## src/rtl/rcg_pkg.sv

```systemverilog
package rcg_pkg;
  typedef enum logic {
    DIR_FWD = 1'b0,
    DIR_INV = 1'b1
  } rcg_dir_e;

  // first flat address of table idx
  function automatic int tt_base(input int idx);
    return (1 << idx) - 1;
  endfunction
endpackage

```

## src/rtl/rcg_tt_store.sv

```systemverilog
module rcg_tt_store #(
  parameter int K = 4,
  localparam int NENT = (1 << K) - 1,
  localparam int AW = K
) (
  input  logic            clk,
  input  logic            rst_n,
  input  logic            we,
  input  logic [AW-1:0]   addr,
  input  logic            wbit,
  output logic [NENT-1:0] tt
);
  logic [NENT-1:0] tt_q;
  logic            hit;

  // the all-ones address lies past the last entry and is dropped
  assign hit = we && (addr != {AW{1'b1}});

  always_ff @(posedge clk or negedge rst_n) begin
    if (!rst_n) begin
      tt_q <= '0;
    end else if (hit) begin
      tt_q[addr] <= wbit;
    end
  end

  assign tt = tt_q;
endmodule

```

## src/rtl/rcg_stage.sv

```systemverilog
module rcg_stage #(
  parameter int K = 4,
  parameter int IDX = 0,
  localparam int SZ = 1 << IDX
) (
  input  logic [K-1:0]  d,
  input  logic [SZ-1:0] tt,
  output logic [K-1:0]  q
);
  logic sel;

  generate
    if (IDX == 0) begin : g_const
      assign sel = tt[0];
    end else begin : g_lookup
      assign sel = tt[d[IDX-1:0]];
    end
  endgenerate

  always_comb begin
    q      = d;
    q[IDX] = d[IDX] ^ sel;
  end
endmodule

```

## src/rtl/rcg_gate.sv

```systemverilog
module rcg_gate
  import rcg_pkg::*;
#(
  parameter int K = 4,
  localparam int NENT = (1 << K) - 1,
  localparam int AW = K
) (
  input  logic          clk,
  input  logic          rst_n,
  input  logic          cfg_we,
  input  logic [AW-1:0] cfg_addr,
  input  logic          cfg_bit,
  input  logic          dir_inv,
  input  logic          in_valid,
  output logic          in_ready,
  input  logic [K-1:0]  in_data,
  output logic          out_valid,
  input  logic          out_ready,
  output logic [K-1:0]  out_data
);
  logic [NENT-1:0] tt;
  logic [K-1:0]    fwd_w [0:K];
  logic [K-1:0]    inv_w [0:K];

  rcg_tt_store #(.K(K)) u_store (
    .clk  (clk),
    .rst_n(rst_n),
    .we   (cfg_we),
    .addr (cfg_addr),
    .wbit (cfg_bit),
    .tt   (tt)
  );

  assign fwd_w[K] = in_data;
  assign inv_w[0] = in_data;

  generate
    for (genvar i = 0; i < K; i++) begin : g_stage
      localparam int BASE = tt_base(i);
      localparam int SZ   = 1 << i;
      // forward: top bit first, so each table sees original lower bits
      rcg_stage #(.K(K), .IDX(i)) u_fwd (
        .d (fwd_w[i+1]),
        .tt(tt[BASE+SZ-1:BASE]),
        .q (fwd_w[i])
      );
      // inverse: bit 0 first, each table sees already-restored lower bits
      rcg_stage #(.K(K), .IDX(i)) u_inv (
        .d (inv_w[i]),
        .tt(tt[BASE+SZ-1:BASE]),
        .q (inv_w[i+1])
      );
    end
  endgenerate

  assign out_data  = (rcg_dir_e'(dir_inv) == DIR_INV) ? inv_w[K] : fwd_w[0];
  assign out_valid = in_valid;
  assign in_ready  = out_ready;
endmodule

```

## config.mk

```make
export PLATFORM = sky130hd
export DESIGN_NAME = rcg_gate
export DESIGN_NICKNAME = d
export VERILOG_FILES = /design/src/rtl/rcg_pkg.sv /design/src/rtl/rcg_tt_store.sv /design/src/rtl/rcg_stage.sv /design/src/rtl/rcg_gate.sv
export SDC_FILE = /design/constraint.sdc
export NUM_CORES = 1
export LEC_CHECK = 0
export BUFFER_PORTS_ARGS = -buffer_cell sky130_fd_sc_hd__buf_2
export CAP_MARGIN = 25
export CORE_UTILIZATION = 49
export CTS_CLUSTER_SIZE = 28
export DETAILED_ROUTE_END_ITERATION = 10
export PLACE_DENSITY = 0.79
export SETUP_SLACK_MARGIN = 0.2
export SYNTH_ARGS = -nofsm -noshare
export SYNTH_HDL_FRONTEND = slang
export SYNTH_SLANG_ARGS = --single-unit
```

## constraint.sdc

```tcl
create_clock -name clk -period 2.55 [get_ports clk]
set_input_delay 0.255 -clock clk [delete_from_list [all_inputs] [get_ports clk]]
set_output_delay 0.255 -clock clk [all_outputs]
set_load 0.01 [all_outputs]
```

==> metrics.yaml, run 1 <==
outcome: "finished clean"
max-clock-path-buffers: 2
initial_core_util: 0.531
fmax_mhz: 403
num_vias: 982
dieWidth_um: 51.6
worstSetupStartpointType: "flop"
final_common_cell: "buf_2"
grt_pass1_vias: 970
fin_crit_ns: 2.48
dp_slack_ns: 0.144
grt_overflow: 0
cpMaxStageDelayCell: "dfrtp_2"
final_cell_mix: "buf_2, nor2_1, mux2_2"
syn_avg_cell_area_um2: 10.1
fin_crit_sh: 0.973
cap_violations: 0
end_kind: "output pin"
totalPowerFinal_w: 0.000968
fill_cells: 199
cts.sink_count: 15
ioPinCount: 21
max_stage_delay_ns: 0.45
finalMaxSlewViolations: 0
crit_type: "reg -> out"
rr_startpoint: "u_store.tt[0]$_DFFE_PN0P_"
flow.area_growth_from_synthesis_pct: 16.1
place_area_mm2: 0.00128
antenna_found_initial: 0
ff_latch_area_um2: 377
clock-root-buffer: "clkbuf_4"
insertion_delay_ns: 0.29
first_pass_iters: 4
worstPathCellList: "xor2_4 -> a21oi_2 -> or2_4 -> a211o_1 -> and4_1 -> a211oi_2 -> buf_2"
min_path_type: "in -> reg"
skew_ns: 0
initialDrtViolationCount: 14
ys_warn_count: 0
fin_tns_setup_ns: 0
rsz0062_at_grt: "yes"
dp_hpwl_um: 1980
min_from: "cfg_bit"
p_per_area_mw_per_mm2: 691
syn_area_mm2: 0.00121
cts_tree: "yes"
yosysTopAreaCell: "dfrtp_1"
finalWeightedCongestion: 0.900
remaining_drc_errors: 0
required_ns: 2.30
synthCells: 120
core_area_mm2: 0.00228
io_buffers: 16
cp_max_fo: 5
vias_per_cell: 5.95
p_leak_nw: 0.563
crit_arrival_ns: 2.23
synth_top_cell_area_share: 0.311
diodes: 0
drt-wirelength-per-cell_um: 15.4
multi_input_area_um2: 840
syn_nets: 135
cts_buffers: 3
stdcell_area_mm2: 0.00140
postLayoutCoreUtil: 0.616
worst_pin_slew_ns: 0.529
setup_viol: 0
irDropWorstVdd_mv: 0.503
hold_viol: 0
crit_start: "u_store.tt[0]$_DFFE_PN0P_"
synth_cell_types: 34
fin_ws_ns: 0.0690
grt_start_max_net_pins: 16
final_nets: 153
largest_reg_flops: 15
num_rows: 17
fp.dieH_um: 51.6
htree_levels: 1
grt_pass1_wl_um: 4310
synth_seq_area_share: 0.311
gr-usage-all-layers: 0.225
path_clk_slew_ns: 0.09
slew_headroom: 0.646
ant_nets: 0
synth_area_leaders: "dfrtp_1, mux2_2, mux4_2"
drt-total-wl_um: 2540
final_layout_size_suffix_gt1_frac: 0.380
ys_ff_latch: 15
dieArea_mm2: 0.00267
-- area by class of cell --
type,count,share of cell area
repair buffers,20,0.0857
inverters,1,0.00268
well taps,28,0.0250
clock buffers,4,0.0188
multi-input cells,97,0.599
flip-flops and latches,15,0.269
-- layer usage --
layer	vias up	GRT usage	wire, um
met2	24	0.379	1270
li1	467	-	-
met3	9	0.00877	70
met4	0	0.158	104
met1	482	0.276	1090
met5	-	0	0
-- cell families after synthesis --
family                 after synthesis  share of synthesized area
AO/OA/AOI/OAI                       14                     0.0953
buffers and inverters                9                     0.0414
multiplexers                        25                      0.267
flip-flops                          15                      0.311
AND/OR/NAND/NOR                     53                      0.240
XOR/XNOR                             4                     0.0446
-- power by group --
part	switching, W	internal [W]
Clock	0.0000775	0.0000610
Combinational	0.000207	0.000251
Sequential	0.0000783	0.000294
-- path summary, 6_finish.rpt --
check | to | slack [ns] | depth (start not counted)
setup / recovery | out_data[3] | 0.07 | 7
hold / removal | u_store.tt[14]$_DFFE_PN0P_ | 0.32 | 3
setup reg to reg | u_store.tt[0]$_DFFE_PN0P_ | 1.57 | 2
hold reg to reg | u_store.tt[2]$_DFFE_PN0P_ | 0.56 | 1
max in group asynchronous | u_store.tt[0]$_DFFE_PN0P_ | 1.90 | 2
min in group asynchronous | u_store.tt[3]$_DFFE_PN0P_ | 0.38 | 2
-- per-stage QoR --
| stage | std cells | hold slack (ns) |
|---|---|---|
| after floorplan | 120 | -0.0406 |
| after detailed placement | 157 | 0.177 |
| after global placement | 157 | 0.171 |
| final | 165 | 0.319 |
| after CTS | 165 | 0.311 |
| after global routing | 165 | 0.392 |
-- worst max-delay path, delay by kind of cell (launching register included) --
| family | cells | cell delay (ns) |
|---|---|---|
| AOI/OAI and AO/OA | 3 | 0.60 |
| xor gates and xnor gates | 1 | 0.24 |
| buffers and inverters | 1 | 0.16 |
| DFF | 1 | 0.45 |
| and+or+nand+nor | 2 | 0.49 |
-- Yosys cell counts (all sizes together) --
library cell / count
a211o: 2
nor3: 7
o21ai: 4
nor3b: 4
nand2b: 8
mux2: 15
buf: 4
nor2: 15
a31oi: 1
nand2: 5
a21boi: 1
a41oi: 1
or2: 1
xor2: 1
mux2i: 6
dfrtp: 15
nor2b: 2
inv: 1
a21oi: 2
nand3: 2
or2b: 2
and2: 1
o311ai: 2
xnor2: 3
nand3b: 4
mux4: 4
a211oi: 1
and3b: 1
and4: 1
clkbuf: 4
-- what timing repair did --
item	in CTS	in global routing
endpoints found under the hold margin	15	0
resized for setup	8	3
endpoints found under the setup margin	2	2
buffers inserted	2	0
hold buffers	1	0
gates cloned	1	0
pin swaps	3	1
Power figures use the tool's default switching activity.
==> inputs of run 2 (changes only) <==
PLACE_DENSITY = 0.69   (was 0.79)
==> run 2 against run 1 <==
Effect of this change: sequential cell count is the same; total power shrank 0.65%; fmax shrank 0.12%; utilization shrank 0.77 points; routed wire length grew 4.0%; combinational power shrank 0.9%; clock power shrank 3%; largest cell class unchanged; worst setup slack lost 0.0029 ns; sequential power is essentially flat; non-clock buffer count is the same; via count grew 0.71%.
==> metrics.yaml, run 2 (same netlist as run 1, synthesis figures left out) <==
outcome: "finished clean"
dp_hpwl_um: 1960  # -0.69%
initial_core_util: 0.531  # unchanged
rr_worst_depth: 2  # unchanged
fp.dieH_um: 51.6  # unchanged
max-clock-path-buffers: 2  # unchanged
fin_tns_setup_ns: 0  # unchanged
final_common_cell: "buf_2"
flow.area_growth_from_synthesis_pct: 14.6
finalMaxSlewViolations: 0  # unchanged
critPathTopFamily: "compound AO/OA/AOI/OAI gates"
fin_ws_ns: 0.0661  # -0.00294 ns
crit_type: "reg -> out"
cap_violations: 0  # unchanged
antenna_found_initial: 0  # unchanged
final_nets: 152  # -0.65%
grt_pass1_vias: 913  # -5.9%
io_buffers: 16  # unchanged
required_ns: 2.30  # about the same
final_cell_mix: "buf_2, nor2_1, mux2_2"
path_depth: 8  # +1
slew_headroom: 0.689  # +0.0431
clock-root-buffer: "clkbuf_4"
final_layout_size_suffix_gt1_frac: 0.368  # -0.0119
drt-wirelength-per-cell_um: 16.1  # +4.7%
vias_per_cell: 6.03  # +1.3%
skew_ns: 0  # unchanged
insertion_delay_ns: 0.28  # about the same
diodes: 0  # unchanged
setup_viol: 0  # unchanged
remaining_drc_errors: 0  # unchanged
cpMaxStageDelayCell: "dfrtp_2"
drt-total-wl_um: 2640  # +4.0%
htree_levels: 1  # unchanged
cts_buffers: 3  # unchanged
crit_start: "u_store.tt[0]$_DFFE_PN0P_"
grt_overflow: 0  # unchanged
initialDrtViolationCount: 13  # -1
irDropWorstVdd_mv: 0.525  # +4.3%
worstSetupStartpointType: "flop"
largest_reg_flops: 15  # unchanged
ioPinCount: 21  # unchanged
rsz0062_at_grt: "yes"
ant_nets: 0  # unchanged
p_leak_nw: 0.558  # -0.96%
rrSetupSlack_ns: 1.59  # +0.02 ns
cp-endpoint: "out_data[3]"
path_buf_inv: 2  # +1
stdcell_area_mm2: 0.00138  # -1.2%
cp_max_fo: 9  # +4
grt_pass1_wl_um: 4270  # -0.95%
fin_crit_ns: 2.48  # +0.00294 ns
crit_arrival_ns: 2.23  # about the same
dieWidth_um: 51.6  # unchanged
dieArea_mm2: 0.00267  # unchanged
hold_viol: 0  # unchanged
worst_pin_slew_ns: 0.465  # -0.0645 ns
p_per_area_mw_per_mm2: 695  # +0.61%
dp_slack_ns: 0.0964  # -0.0480 ns
whs_ns: 0.318  # -0.00106 ns
gr-usage-all-layers: 0.226  # +0.000623
rr_endpoint: "u_store.tt[0]$_DFFE_PN0P_"
num_rows: 17  # unchanged
totalPowerFinal_w: 0.000962  # -0.65%
path_clk_slew_ns: 0.08  # about the same
end_kind: "output pin"
cts_tree: "yes"
first_pass_iters: 4  # unchanged
fin_crit_sh: 0.974  # +0.00115
max_stage_delay_ns: 0.45  # about the same
worstPathCellList: "xor2_4 -> buf_4 -> nor3b_1 -> a31oi_1 -> a211o_1 -> and4_1 -> a211oi_2 -> buf_2"
grt_start_max_net_pins: 16  # unchanged
finalWeightedCongestion: 0.865  # -3.9%
num_vias: 989  # +0.71%
place_area_mm2: 0.00128  # unchanged
min_path_type: "in -> reg"
rr_startpoint: "u_store.tt[0]$_DFFE_PN0P_"
fmax_mhz: 403  # -0.12%
cts.sink_count: 15  # unchanged
core_area_mm2: 0.00228  # unchanged
[run 2: layout make-up]
| class | count | area (um2) |
|---|---|---|
| Multi-Input combinational cell | 96 | 830 |
| Tap cell | 28 | 35.0 |
| Clock buffer | 4 | 26.3 |
| Timing Repair Buffer | 20 | 113 |
| Sequential cell | 15 | 377 |
| Fill cell | 197 | 892 |
| Inverter | 1 | 3.75 |
[run 2: routing by layer]
metal,global-route usage,part of all wire
met3,0.0117,0.031
met1,0.272,0.42
met5,0,0
met4,0.194,0.050
met2,0.366,0.50
[run 2: through the flow]
stage                util  std cells
finish              0.608        164
global route        0.608        164
CTS                 0.608        164
detailed placement  0.564        157
global placement    0.564        157
floorplan               -        120
[run 2: what timing repair did]
| item | CTS | global route |
|---|---|---|
| buffers inserted | 2 | 0 |
| hold endpoints to repair | 15 | 0 |
| pin swaps | 0 | 1 |
| hold buffers | 1 | 0 |
| endpoints found under the setup margin | 2 | 2 |
| gates resized for setup | 9 | 0 |
[run 2: how the worst min path moves through the flow]
stage | startpoint | to | slack, ns | cells after the start
floorplan | rst_n | u_store.tt[0]$_DFFE_PN0P_ | -0.04 | 0
global placement | rst_n | u_store.tt[5]$_DFFE_PN0P_ | 0.17 | 1
detailed placement | rst_n | u_store.tt[6]$_DFFE_PN0P_ | 0.17 | 1
CTS | cfg_bit | u_store.tt[14]$_DFFE_PN0P_ | 0.31 | 3
global route | cfg_bit | u_store.tt[14]$_DFFE_PN0P_ | 0.36 | 3
finish | cfg_bit | u_store.tt[14]$_DFFE_PN0P_ | 0.32 | 3
[run 2: report_power, final]
part / total [W] / leakage [nW] / switching, W / internal (W)
Combinational: 0.000453 / 0.361 / 0.000209 / 0.000244
Sequential: 0.000375 / 0.182 / 0.0000809 / 0.000294
Clock: 0.000134 / 0.0150 / 0.0000736 / 0.0000609
Total: 0.000962 / 0.558 / 0.000363 / 0.000598
[run 2: worst register-to-register path: stages (launching register included)]
cell and delay (ns):
dfrtp_2 0.45, buf_4 0.15, mux2_2 0.25
==> inputs of run 3 (changes only) <==
clock period = 2.7 ns   (was 2.55 ns; I/O delays follow)
==> run 3 against run 2 <==
Effect of this change: sequential cell count stayed put; global-route usage is 0.59 points lower; sequential share of layout area is 0.17 points higher; worst hold slack better by 0.026 ns; via count is 0.10% lower; clock skew stayed put; worst setup slack better by 0.17 ns; clock power is 9% lower; critical endpoint unchanged; largest cell class unchanged.
==> metrics.yaml, run 3 (same netlist as run 1, synthesis figures left out) <==
outcome: "finished clean"
final_layout_size_suffix_gt1_frac: 0.382  # +0.0147
p_per_area_mw_per_mm2: 652  # -6.2%
worstSetupStartpointType: "flop"
dieWidth_um: 51.6  # unchanged
grt_start_max_net_pins: 16  # unchanged
initial_core_util: 0.531  # unchanged
ioPinCount: 21  # unchanged
hold_viol: 0  # unchanged
finalWeightedCongestion: 0.875  # +1.1%
min_from: "cfg_bit"
flow.area_growth_from_synthesis_pct: 13.9
final_nets: 152  # unchanged
fin_tns_setup_ns: 0  # unchanged
min_path_type: "in -> reg"
grt_pass1_vias: 993  # +8.8%
placed_cells: 156  # -0.64%
place_area_mm2: 0.00128  # -0.59%
seqPwrFrac: 0.390  # about the same
diodes: 0  # unchanged
fin_crit_ns: 2.46
stdcell_count: 164  # unchanged
drt-total-wl_um: 2430  # -8.0%
finalMaxSlewViolations: 0  # unchanged
irDropWorstVdd_mv: 0.435  # -17%
core_area_mm2: 0.00228  # unchanged
grt_pass1_wl_um: 4280  # +0.16%
crit_type: "reg -> out"
insertion_delay_ns: 0.28  # about the same
largest_reg_flops: 15  # unchanged
rr_startpoint: "u_store.tt[5]$_DFFE_PN0P_"
cts.sink_count: 15  # unchanged
crit_start: "u_store.tt[0]$_DFFE_PN0P_"
ant_nets: 0  # unchanged
final_common_cell: "buf_2"
cp_max_fo: 4  # -5
drt-wirelength-per-cell_um: 14.8  # -8.0%
cts_tree: "yes"
crit_arrival_ns: 2.19  # -0.04 ns
io_buffers: 16  # unchanged
path_clk_slew_ns: 0.08  # about the same
worst_pin_slew_ns: 0.561  # +0.0965 ns
final_cell_mix: "buf_2, nor2_1, mux2_2, dfrtp_1, nand2b_1"
swShare: 0.364  # -0.0141
grt_overflow: 0  # unchanged
antenna_found_initial: 0  # unchanged
clock-root-buffer: "clkbuf_4"
setup_viol: 0  # unchanged
cap_violations: 0  # unchanged
max-clock-path-buffers: 2  # unchanged
dp_hpwl_um: 1840  # -6.2%
fin_crit_sh: 0.912
vias_per_cell: 6.02  # -0.10%
clkPwrFrac: 0.137  # -0.003
cts_buffers: 3  # unchanged
fmax_mhz: 406
initialDrtViolationCount: 12  # -1
dieArea_mm2: 0.00267  # unchanged
fp.dieH_um: 51.6  # unchanged
first_pass_iters: 4  # unchanged
end_kind: "output pin"
num_rows: 17  # unchanged
p_int_w: 0.000571  # -4.7%
skew_ns: 0  # unchanged
remaining_drc_errors: 0  # unchanged
htree_levels: 1  # unchanged
num_vias: 988  # -0.10%
slew_headroom: 0.625  # -0.0645
switchingPower_w: 0.000326  # -10%
required_ns: 2.43  # +0.13 ns
gr-usage-all-layers: 0.220  # -0.00589
combPwrFrac: 0.473  # +0.002
rsz0062_at_grt: "yes"
p_leak_nw: 0.554  # -0.71%
stdcell_area_mm2: 0.00138  # -0.63%
run 3: per-layer routing:
metal,vias up,track usage,share of wire
met4,0,0.162,0.031
li1,467,-,-
met5,-,0,0
met1,475,0.249,0.43
met2,36,0.383,0.50
met3,10,0.0175,0.045
run 3: power groups by stage:
stage / sequential, W / clock, W / combinational, W
2_1_floorplan: 0.000325 / 0 / 0.000297
3_3_place_gp: 0.000349 / 0 / 0.000354
3_5_place_dp: 0.000353 / 0 / 0.000364
4_1_cts: 0.000349 / 0.000127 / 0.000392
5_1_grt: 0.000361 / 0.000139 / 0.000464
6_report: 0.000350 / 0.000122 / 0.000424
run 3: final cells by class:
| cell class | count | area [um2] |
|---|---|---|
| Fill cell | 186 | 901 |
| Multi-Input combinational cell | 96 | 813 |
| Sequential cell | 15 | 377 |
| Timing Repair Buffer | 20 | 120 |
| Tap cell | 28 | 35.0 |
| Clock buffer | 4 | 26.3 |
| Inverter | 1 | 3.75 |
run 3: final timing paths:
check	to	slack, ns	depth (start not counted)
setup / recovery	out_data[3]	0.24	8
hold / removal	u_store.tt[14]$_DFFE_PN0P_	0.34	3
setup reg to reg	u_store.tt[5]$_DFFE_PN0P_	1.84	1
hold reg to reg	u_store.tt[2]$_DFFE_PN0P_	0.57	1
max in group asynchronous	u_store.tt[0]$_DFFE_PN0P_	2.03	2
min in group asynchronous	u_store.tt[6]$_DFFE_PN0P_	0.41	2
run 3: critical path, stage by stage, from the launching register on:
cell and delay, ns:
dfrtp_2 0.45, xor2_4 0.23, buf_6 0.15, mux2i_2 0.22
nor3_1 0.07, a211o_1 0.26, and4_1 0.22, a211oi_2 0.16
buf_2 0.15
run 3: repair_timing:
item / 4_1_cts / 5_1_grt
hold endpoints to repair: 15 / 0
endpoints found under the setup margin: 2 / 2
resized for setup: 5 / 7
setup buffers: 2 / 1
hold buffers: 1 / 0
pin swaps: 0 / 5
run 3: through the flow:
step | hold WS (ns) | utilization | worst slack [ns] | total power [W]
final | 0.344 | 0.604 | 0.238 | 0.000897
after global placement | 0.184 | 0.561 | 0.266 | 0.000703
after floorplan | -0.0256 | - | 0.573 | 0.000623
after CTS | 0.340 | 0.590 | 0.204 | 0.000868
after detailed placement | 0.186 | 0.561 | 0.142 | 0.000717
after global routing | 0.390 | 0.604 | 0.155 | 0.000964
